**src/rtl/mtimer_pkg.sv**
```systemverilog
package mtimer_pkg;

  typedef enum logic [2:0] {
    MD_ONESHOT = 3'd0,
    MD_CONT    = 3'd1,
    MD_COUNTER = 3'd2,
    MD_PWM     = 3'd3,
    MD_CAPTURE = 3'd4,
    MD_COMPARE = 3'd5,
    MD_GATED   = 3'd6,
    MD_CAPCMP  = 3'd7
  } tmode_e;

  // strobes from control to datapath
  typedef struct packed {
    logic load;     // configuration write this cycle
    logic tick;     // advance the count
    logic grab;     // copy count into capture register
    logic sideIrq;  // interrupt not caused by a wrap
    logic pol;      // effective polarity
    logic idle;     // timer disabled: output parks at polarity
    logic pwm;      // PWM output behaviour
    logic useCmp;   // wrap on compare value instead of reload
  } strobe_t;

endpackage

```
**src/rtl/mtimer_ctrl.sv**
```systemverilog
module mtimer_ctrl
  import mtimer_pkg::*;
(
  input  logic    clk,
  input  logic    rst,
  input  logic    cfgWr,
  input  logic    cfgEn,
  input  logic    cfgPol,
  input  tmode_e  cfgMode,
  input  logic    tmrIn,
  input  logic    wrapEvt,
  output strobe_t strb,
  output logic    enQ,
  output tmode_e  modeQ
);

  localparam int SYNC_STAGES = 3;

  logic [SYNC_STAGES-1:0] syncQ;
  logic polQ;
  logic started;
  logic lvl, prevLvl, riseEdge, fallEdge;
  logic actEdge, endEdge, gateOn, run;

  always_ff @(posedge clk) begin
    if (rst) syncQ <= '0;
    else     syncQ <= {syncQ[SYNC_STAGES-2:0], tmrIn};
  end

  assign lvl      = syncQ[SYNC_STAGES-2];
  assign prevLvl  = syncQ[SYNC_STAGES-1];
  assign riseEdge = lvl & ~prevLvl;
  assign fallEdge = ~lvl & prevLvl;
  assign actEdge  = polQ ? fallEdge : riseEdge;
  assign endEdge  = polQ ? riseEdge : fallEdge;
  assign gateOn   = lvl ^ polQ;
  assign run      = enQ & ~cfgWr;

  always_ff @(posedge clk) begin
    if (rst) begin
      enQ     <= 1'b0;
      polQ    <= 1'b0;
      modeQ   <= MD_ONESHOT;
      started <= 1'b0;
    end else if (cfgWr) begin
      enQ     <= cfgEn;
      polQ    <= cfgPol;
      modeQ   <= cfgMode;
      started <= 1'b0;
    end else begin
      if (modeQ == MD_ONESHOT && wrapEvt) enQ <= 1'b0;
      if (modeQ == MD_CAPCMP && run && actEdge) started <= 1'b1;
    end
  end

  always_comb begin
    strb         = '0;
    strb.load    = cfgWr;
    strb.pol     = cfgWr ? cfgPol : polQ;
    strb.idle    = ~enQ;
    strb.pwm     = (modeQ == MD_PWM);
    strb.useCmp  = (modeQ == MD_COMPARE);
    unique case (modeQ)
      MD_COUNTER: strb.tick = run & actEdge;
      MD_GATED: begin
        strb.tick    = run & gateOn;
        strb.sideIrq = run & endEdge;
      end
      MD_CAPTURE: begin
        strb.tick = run;
        strb.grab = run & actEdge;
      end
      MD_CAPCMP: begin
        strb.tick = run & started;
        strb.grab = run & started & actEdge;
      end
      default: strb.tick = run;
    endcase
  end

endmodule

```
**src/rtl/mtimer_dp.sv**
```systemverilog
module mtimer_dp
  import mtimer_pkg::*;
#(
  parameter int W = 16
) (
  input  logic         clk,
  input  logic         rst,
  input  strobe_t      strb,
  input  logic [W-1:0] cfgReload,
  input  logic [W-1:0] cfgCmp,
  output logic [W-1:0] countVal,
  output logic [W-1:0] capVal,
  output logic         tmrOut,
  output logic         irq,
  output logic         wrapEvt
);

  localparam logic [W-1:0] CNT_START = W'(1);

  logic [W-1:0] reloadQ, cmpQ, limit;
  logic pwmHit;

  assign limit   = strb.useCmp ? cmpQ : reloadQ;
  assign wrapEvt = strb.tick & (countVal == limit);
  assign pwmHit  = strb.tick & strb.pwm & (countVal == cmpQ);

  always_ff @(posedge clk) begin
    if (rst) begin
      reloadQ  <= '0;
      cmpQ     <= '0;
      countVal <= CNT_START;
      capVal   <= '0;
      tmrOut   <= 1'b0;
      irq      <= 1'b0;
    end else begin
      irq <= wrapEvt | strb.grab | strb.sideIrq;
      if (strb.load) begin
        reloadQ  <= cfgReload;
        cmpQ     <= cfgCmp;
        countVal <= CNT_START;
        tmrOut   <= strb.pol;
      end else begin
        if (wrapEvt)        countVal <= CNT_START;
        else if (strb.tick) countVal <= countVal + W'(1);
        if (strb.grab) capVal <= countVal;
        if (strb.idle)    tmrOut <= strb.pol;
        else if (wrapEvt) tmrOut <= strb.pwm ? strb.pol : ~tmrOut;
        else if (pwmHit)  tmrOut <= ~strb.pol;
      end
    end
  end

endmodule

```
**src/rtl/mtimer_top.sv**
```systemverilog
module mtimer_top
  import mtimer_pkg::*;
#(
  parameter int W = 16
) (
  input  logic         clk,
  input  logic         rst,
  input  logic         cfgWr,
  input  logic         cfgEn,
  input  logic         cfgPol,
  input  logic [2:0]   cfgMode,
  input  logic [W-1:0] cfgReload,
  input  logic [W-1:0] cfgCmp,
  input  logic         tmrIn,
  output logic         tmrOut,
  output logic         irq,
  output logic [W-1:0] capVal,
  output logic [W-1:0] countVal,
  output logic         enOut
);

  strobe_t strb;
  tmode_e  modeQ;
  logic    wrapEvt;

  mtimer_ctrl ctrl_i (
    .clk     (clk),
    .rst     (rst),
    .cfgWr   (cfgWr),
    .cfgEn   (cfgEn),
    .cfgPol  (cfgPol),
    .cfgMode (tmode_e'(cfgMode)),
    .tmrIn   (tmrIn),
    .wrapEvt (wrapEvt),
    .strb    (strb),
    .enQ     (enOut),
    .modeQ   (modeQ)
  );

  mtimer_dp #(.W(W)) dp_i (
    .clk       (clk),
    .rst       (rst),
    .strb      (strb),
    .cfgReload (cfgReload),
    .cfgCmp    (cfgCmp),
    .countVal  (countVal),
    .capVal    (capVal),
    .tmrOut    (tmrOut),
    .irq       (irq),
    .wrapEvt   (wrapEvt)
  );

endmodule

```
**config.mk**
```make
export PLATFORM = sky130hd
export DESIGN_NAME = mtimer_top
export DESIGN_NICKNAME = d
export VERILOG_FILES = /design/src/rtl/mtimer_pkg.sv /design/src/rtl/mtimer_ctrl.sv /design/src/rtl/mtimer_dp.sv /design/src/rtl/mtimer_top.sv
export SDC_FILE = /design/constraint.sdc
export NUM_CORES = 1
export LEC_CHECK = 0
export ABC_AREA = 1
export BUFFER_PORTS_ARGS = -buffer_cell sky130_fd_sc_hd__buf_4
export CAP_MARGIN = 5
export CORE_MARGIN = 5
export CORE_UTILIZATION = 55
export CTS_BUF_LIST = sky130_fd_sc_hd__clkbuf_16
export DETAILED_ROUTE_END_ITERATION = 6
export PLACE_DENSITY = 0.89
export SETUP_SLACK_MARGIN = 0.5
export SLEW_MARGIN = 20
export SYNTH_ARGS = -nofsm -noshare
export SYNTH_HDL_FRONTEND = slang
export SYNTH_HIERARCHICAL = 1
export SYNTH_SLANG_ARGS = --single-unit
export TNS_END_PERCENT = 20
```
**constraint.sdc**
```tcl
create_clock -name clk -period 2.7 [get_ports clk]
set_clock_uncertainty 0.1 [all_clocks]
set_input_delay 0.27 -clock clk [delete_from_list [all_inputs] [get_ports clk]]
set_output_delay 0.27 -clock clk [all_outputs]
set_load 0.01 [all_outputs]
```
**Word level (Yosys, flattened, before mapping)**

Cells that the tools add are included.

- Register bits after elaboration: 75
- Input bits: 41
- Output and inout port bits: 35
- Word-level logic and storage cells: 62

- Add/sub/neg operators: 1
- Eq/ne operators: 9
- Multiplexer cells: 14
- Bitwise gates (word level): 19
- Reductions and logical operators: 8

Operators by type and width:

| cell | number |
|---|---|
| equality test 16 bit | 2 |
| adder 16 x 1 -> 16 bit (second input constant) | 1 |
| two-way mux 16 bit | 1 |
| equality test 3 bit (second input constant) | 4 |
| AND 1 bit | 11 |
| two-way mux 1 bit | 11 |
| equality test 3 x 2 -> 1 bit (second input constant) | 2 |
| NOT 1 bit | 5 |
| inequality test 4 x 2 -> 1 bit (second input constant) | 1 |
| logical AND 1 bit | 3 |
| zero test 3 bit | 1 |
| one-hot mux 1 bit (3 select lines) | 1 |
| OR reduction 3 bit | 1 |
| bitwise OR 1 bit | 2 |
| one-hot mux 1 bit (2 select lines) | 1 |
| AND reduction 2 bit | 1 |
| nonzero test 2 bit | 1 |
| OR reduction 2 bit | 1 |
| XOR 1 bit | 1 |

**Depth between registers and ports, before layout**

- Depth in word-level cells: 11
- Gate-level depth with buffers: 16
- Mapped depth without buffers: 15

**Hierarchy**

Netlist, hierarchy kept.

By module, submodules not included:

| module | instances | cells an instance | area each (um^2) |
|---|---|---|---|
| mtimer_dp | 1 | 469 | 3234.4 |
| mtimer_ctrl | 1 | 68 | 447.9 |

**Least setup slack after synthesis**

No wires, ideal clock.

- Kind: register to register
- Start point: register ctrl_i.modeQ[2]
- End point: register ctrl_i.enQ
- Arrival: 1.862 ns
- Required time: 2.481 ns
- Slack: 0.619 ns
- Cell stages (with the launch flop): 16
- Buffers on the path: 2
- Path through: dfxtp_1 inv_1 nor3_1 buf_6 inv_6 buf_8 nand2_2 nand2_1 a21oi_1 o21ai_1 nor2_1 nand3_2 inv_1 nand3_1 o21ai_1 a21oi_1

RTL lines:

| element | line | RTL |
|---|---|---|
| from (decl) | mtimer_ctrl.sv:14 | `output tmode_e modeQ` |
| from (signal assigned) | mtimer_ctrl.sv:48 | `modeQ <= cfgMode;` |
| to (signal assigned) | mtimer_ctrl.sv:46 | `enQ <= cfgEn;` |
| to (decl) | mtimer_ctrl.sv:13 | `output logic enQ,` |

==> results.py <==
metrics = {
    "pwr": {
        "power.density_nw_per_um2": 544,
        "peakVddDrop_uv": 524,
        "leakage_nw": 2.23,
    },
    "timing": {
        "final-max-slew-violation-count": 0,
        "clock.fmax_ghz": 0.401,
        "finalHoldViolations": 0,
        "worst_pin_slew_ns": 0.452,
        "timing.final.crit_period_ns": 2.49,
        "maxSlewHeadroom_pct": 69.7,
        "rsz0062_at_grt": "true",
        "period_share_pct": 92.3,
        "setup_viol": 0,
        "finalSetupTns_ns": 0,
    },
    "detailed_routing": {
        "route.detailed.drc": 0,
        "wl_per_cell_um": 17.2,
        "routed_wl_um": 12400,
        "via_per_inst": 5.71,
        "ant_nets": 0,
        "drt_iter0_markers": 531,
        "vias": 4113,
        "drtPass1Iterations": 6,
    },
    "worst_setup_path": {
        "cp_max_fo": 8,
        "crit_arrival_ns": 2.62,
        "crit_type": "reg2reg",
        "critPathMaxStageDelay_ns": 0.33,
        "worst_setup_path_start_kind": "flip-flop",
        "critPathRequiredTime_ns": 2.83,
        "crit_top_cell": "nand2_1",
        "critPathSlowestCell": "dfxtp_2",
        "cp_cell_sequence": "inv_2, buf_6, nor3_4, buf_6, buf_4, nand2_1, nand2_1, xor2_1, nand2_1, nor2_4, nand3_4, inv_2, nand3_2, o21ai_2, a21oi_1",
        "endpoint_kind": "flip-flop",
    },
    "place": {
        "dp_hpwl_um": 7970,
        "numPlacedInstances": 674,
        "port_buffers": 75,
        "routabilityCongestion": 0.970,
        "place_area_um2": 4270,
    },
    "hold_path": {
        "worstHoldPathType": "in2reg",
    },
    "clocking": {
        "cts.sinks": 75,
        "clk_latency_ns": 0.34,
        "cts_tree": "built",
        "clock_path_buffers": 2,
        "clockRootBuffer": "clkbuf_16",
        "cts.clk_slew.worst_paths_ns": 0.06,
        "cts_made_buffers": 9,
        "htreeDepth": 3,
    },
    "global_route": {
        "grt_overflow": 0,
        "grt_usage_pct": 27.5,
        "antenna_found_initial": 0,
        "grt_start_max_net_pins": 49,
        "grt_pass1_vias": 3720,
        "grt_pass1_wl_um": 18300,
    },
    "synth": {
        "yosys_warnings": 6,
        "yosys.area.top_type": "dfxtp_1",
        "ys_async_sr_fraction_pct": 0,
        "syn_nets": 579,
        "syn_area_um2": 3680,
        "synth_edf_count": 0,
        "ys_seq_elements": 75,
        "synth_top_cells_by_count": "nand2_1 (129), dfxtp_1 (75), nor2_1 (66), o21ai_0 (60), inv_1 (54)",
        "synth_ff_type": "dfxtp_1",
        "syn_avg_cell_area_um2": 6.86,
        "yosys-top-cells-area": "dfxtp_1 (41%), nand2_1 (13%), o21ai_0 (8.2%)",
        "yosysMostFrequentCell": "nand2_1",
        "ys_seq_area_share_pct": 40.8,
        "synth_top_area_share_pct": 40.8,
        "yosys.cell_types.count": 32,
        "synthCells": 537,
    },
    "finish": {
        "register_area_um2": 1510,
        "fin_nets": 681,
        "area_delta_synth_final_pct": 34.0,
        "drive_above_1_share_pct": 28.1,
        "nFillCells": 459,
        "design_area_um2": 4930,
        "layout.cells.non_filler": 720,
        "multiInputGateArea_um2": 1950,
        "insertedDiodeCount": 0,
    },
    "floorplan": {
        "core_area_um2": 6420,
        "die_w_um": 91.8,
        "start_util_pct": 57.3,
        "io_pins": 76,
        "dieArea_um2": 8430,
        "rows": 29,
        "die_h_um": 91.8,
    },
    "run_status": {
        "status": "finished, final reports clean",
    },
    "flow_run": {
        "maxCapViolations": 0,
    },
}
-- per-stage QoR --
stage / setup WS, ns / power [mW] / hold WS (ns) / util, %
6_report: 0.209 / 2.68 / 0.0402 / 76.8
5_1_grt: 0.0585 / 2.77 / 0.0526 / 76.8
4_1_cts: 0.501 / 2.63 / 0.0432 / 72.8
3_5_place_dp: 0.239 / 1.45 / 0.299 / 66.4
3_3_place_gp: 0.344 / 1.44 / 0.291 / 66.4
2_1_floorplan: 0.619 / 1.35 / 0.239 / -
-- flip-flops by register name, indices dropped and copies added, names as in the netlist --
signal          count
dp_i/reloadQ       16
ctrl_i/syncQ        3
dp_i/cmpQ          16
dp_i/capVal        16
ctrl_i/started      1
dp_i/tmrOut         1
dp_i/countVal      16
dp_i/irq            1
ctrl_i/enQ          1
ctrl_i/modeQ        3
ctrl_i/polQ         1
-- report_power, final --
group | leakage, nW | switching [mW] | internal (mW) | total (mW)
combinational | 1.47 | 0.169 | 0.128 | 0.297
clock | 0.142 | 0.488 | 0.712 | 1.20
sequential | 0.617 | 0.0382 | 1.15 | 1.19
total | 2.23 | 0.695 | 1.99 | 2.68
-- worst paths after layout --
check / to / depth (start not counted) / slack [ns] / startpoint
setup / recovery: ctrl_i/enQ / 15 / 0.21 / ctrl_i/modeQ[0]
setup reg to reg: ctrl_i/enQ / 15 / 0.21 / ctrl_i/modeQ[0]
hold reg to reg: ctrl_i/syncQ[1] / 2 / 0.30 / ctrl_i/syncQ[0]
hold / removal: ctrl_i/syncQ[0] / 3 / 0.04 / tmrIn
-- final cells by class --
class | instances | share of cell area [%]
timing repair buffer | 110 | 17.2
clock inverter | 6 | 1.32
multi-input combinational | 385 | 39.6
tap | 77 | 1.95
clock buffer | 9 | 4.57
sequential | 75 | 30.6
inverter | 57 | 4.59
timing repair inverter | 1 | 0.178
-- layout by cell type, fill, tap and decap left out, types with 6 or more instances in the layout --
| cell type | n |
|---|---|
| xnor2_1 | 6 |
| clkbuf_16 | 9 |
| nand2_1 | 120 |
| nor2_1 | 64 |
| nand3_1 | 25 |
| nand2_2 | 8 |
| nor2_2 | 12 |
| xor2_1 | 9 |
| o21ai_0 | 60 |
| buf_4 | 105 |
| inv_1 | 51 |
| dfxtp_1 | 69 |
| a21oi_2 | 6 |
| a21oi_1 | 42 |
-- logic make-up (layout without fill, tap and decap cells) --
kind of cell,Yosys count,in the layout,share of synthesized area [%]
compound gates,112,112,15.5
xor+xnor,15,15,3.57
fa+ha+maj,1,1,0.340
buf+inv,78,183,9.34
flops,75,75,40.8
simple gates,256,257,30.5
-- timing repair --
| item | in CTS | in global routing |
|---|---|---|
| cloned | 0 | 3 |
| pin swaps | 6 | 16 |
| gates resized for setup | 12 | 29 |
| setup endpoints to repair | 19 | 19 |
| hold buffers | 0 | 0 |
| buffers inserted | 13 | 15 |
-- per-layer routing --
metal | up-vias | routed length (um) | global-route usage (%)
li1 | 1924 | - | -
met1 | 1891 | 4810 | 33.4
met2 | 249 | 6120 | 46.1
met3 | 49 | 1040 | 5.24
met4 | 0 | 419 | 14.4
met5 | - | 0 | 0
-- critical path, delay by kind of cell, from the launching register on --
kind | cells | cell delay [ns]
compound gates | 2 | 0.28
xor+xnor | 1 | 0.17
buf+inv | 5 | 0.60
flops | 1 | 0.33
simple gates | 7 | 0.90
(Power assumes the default switching activity.)
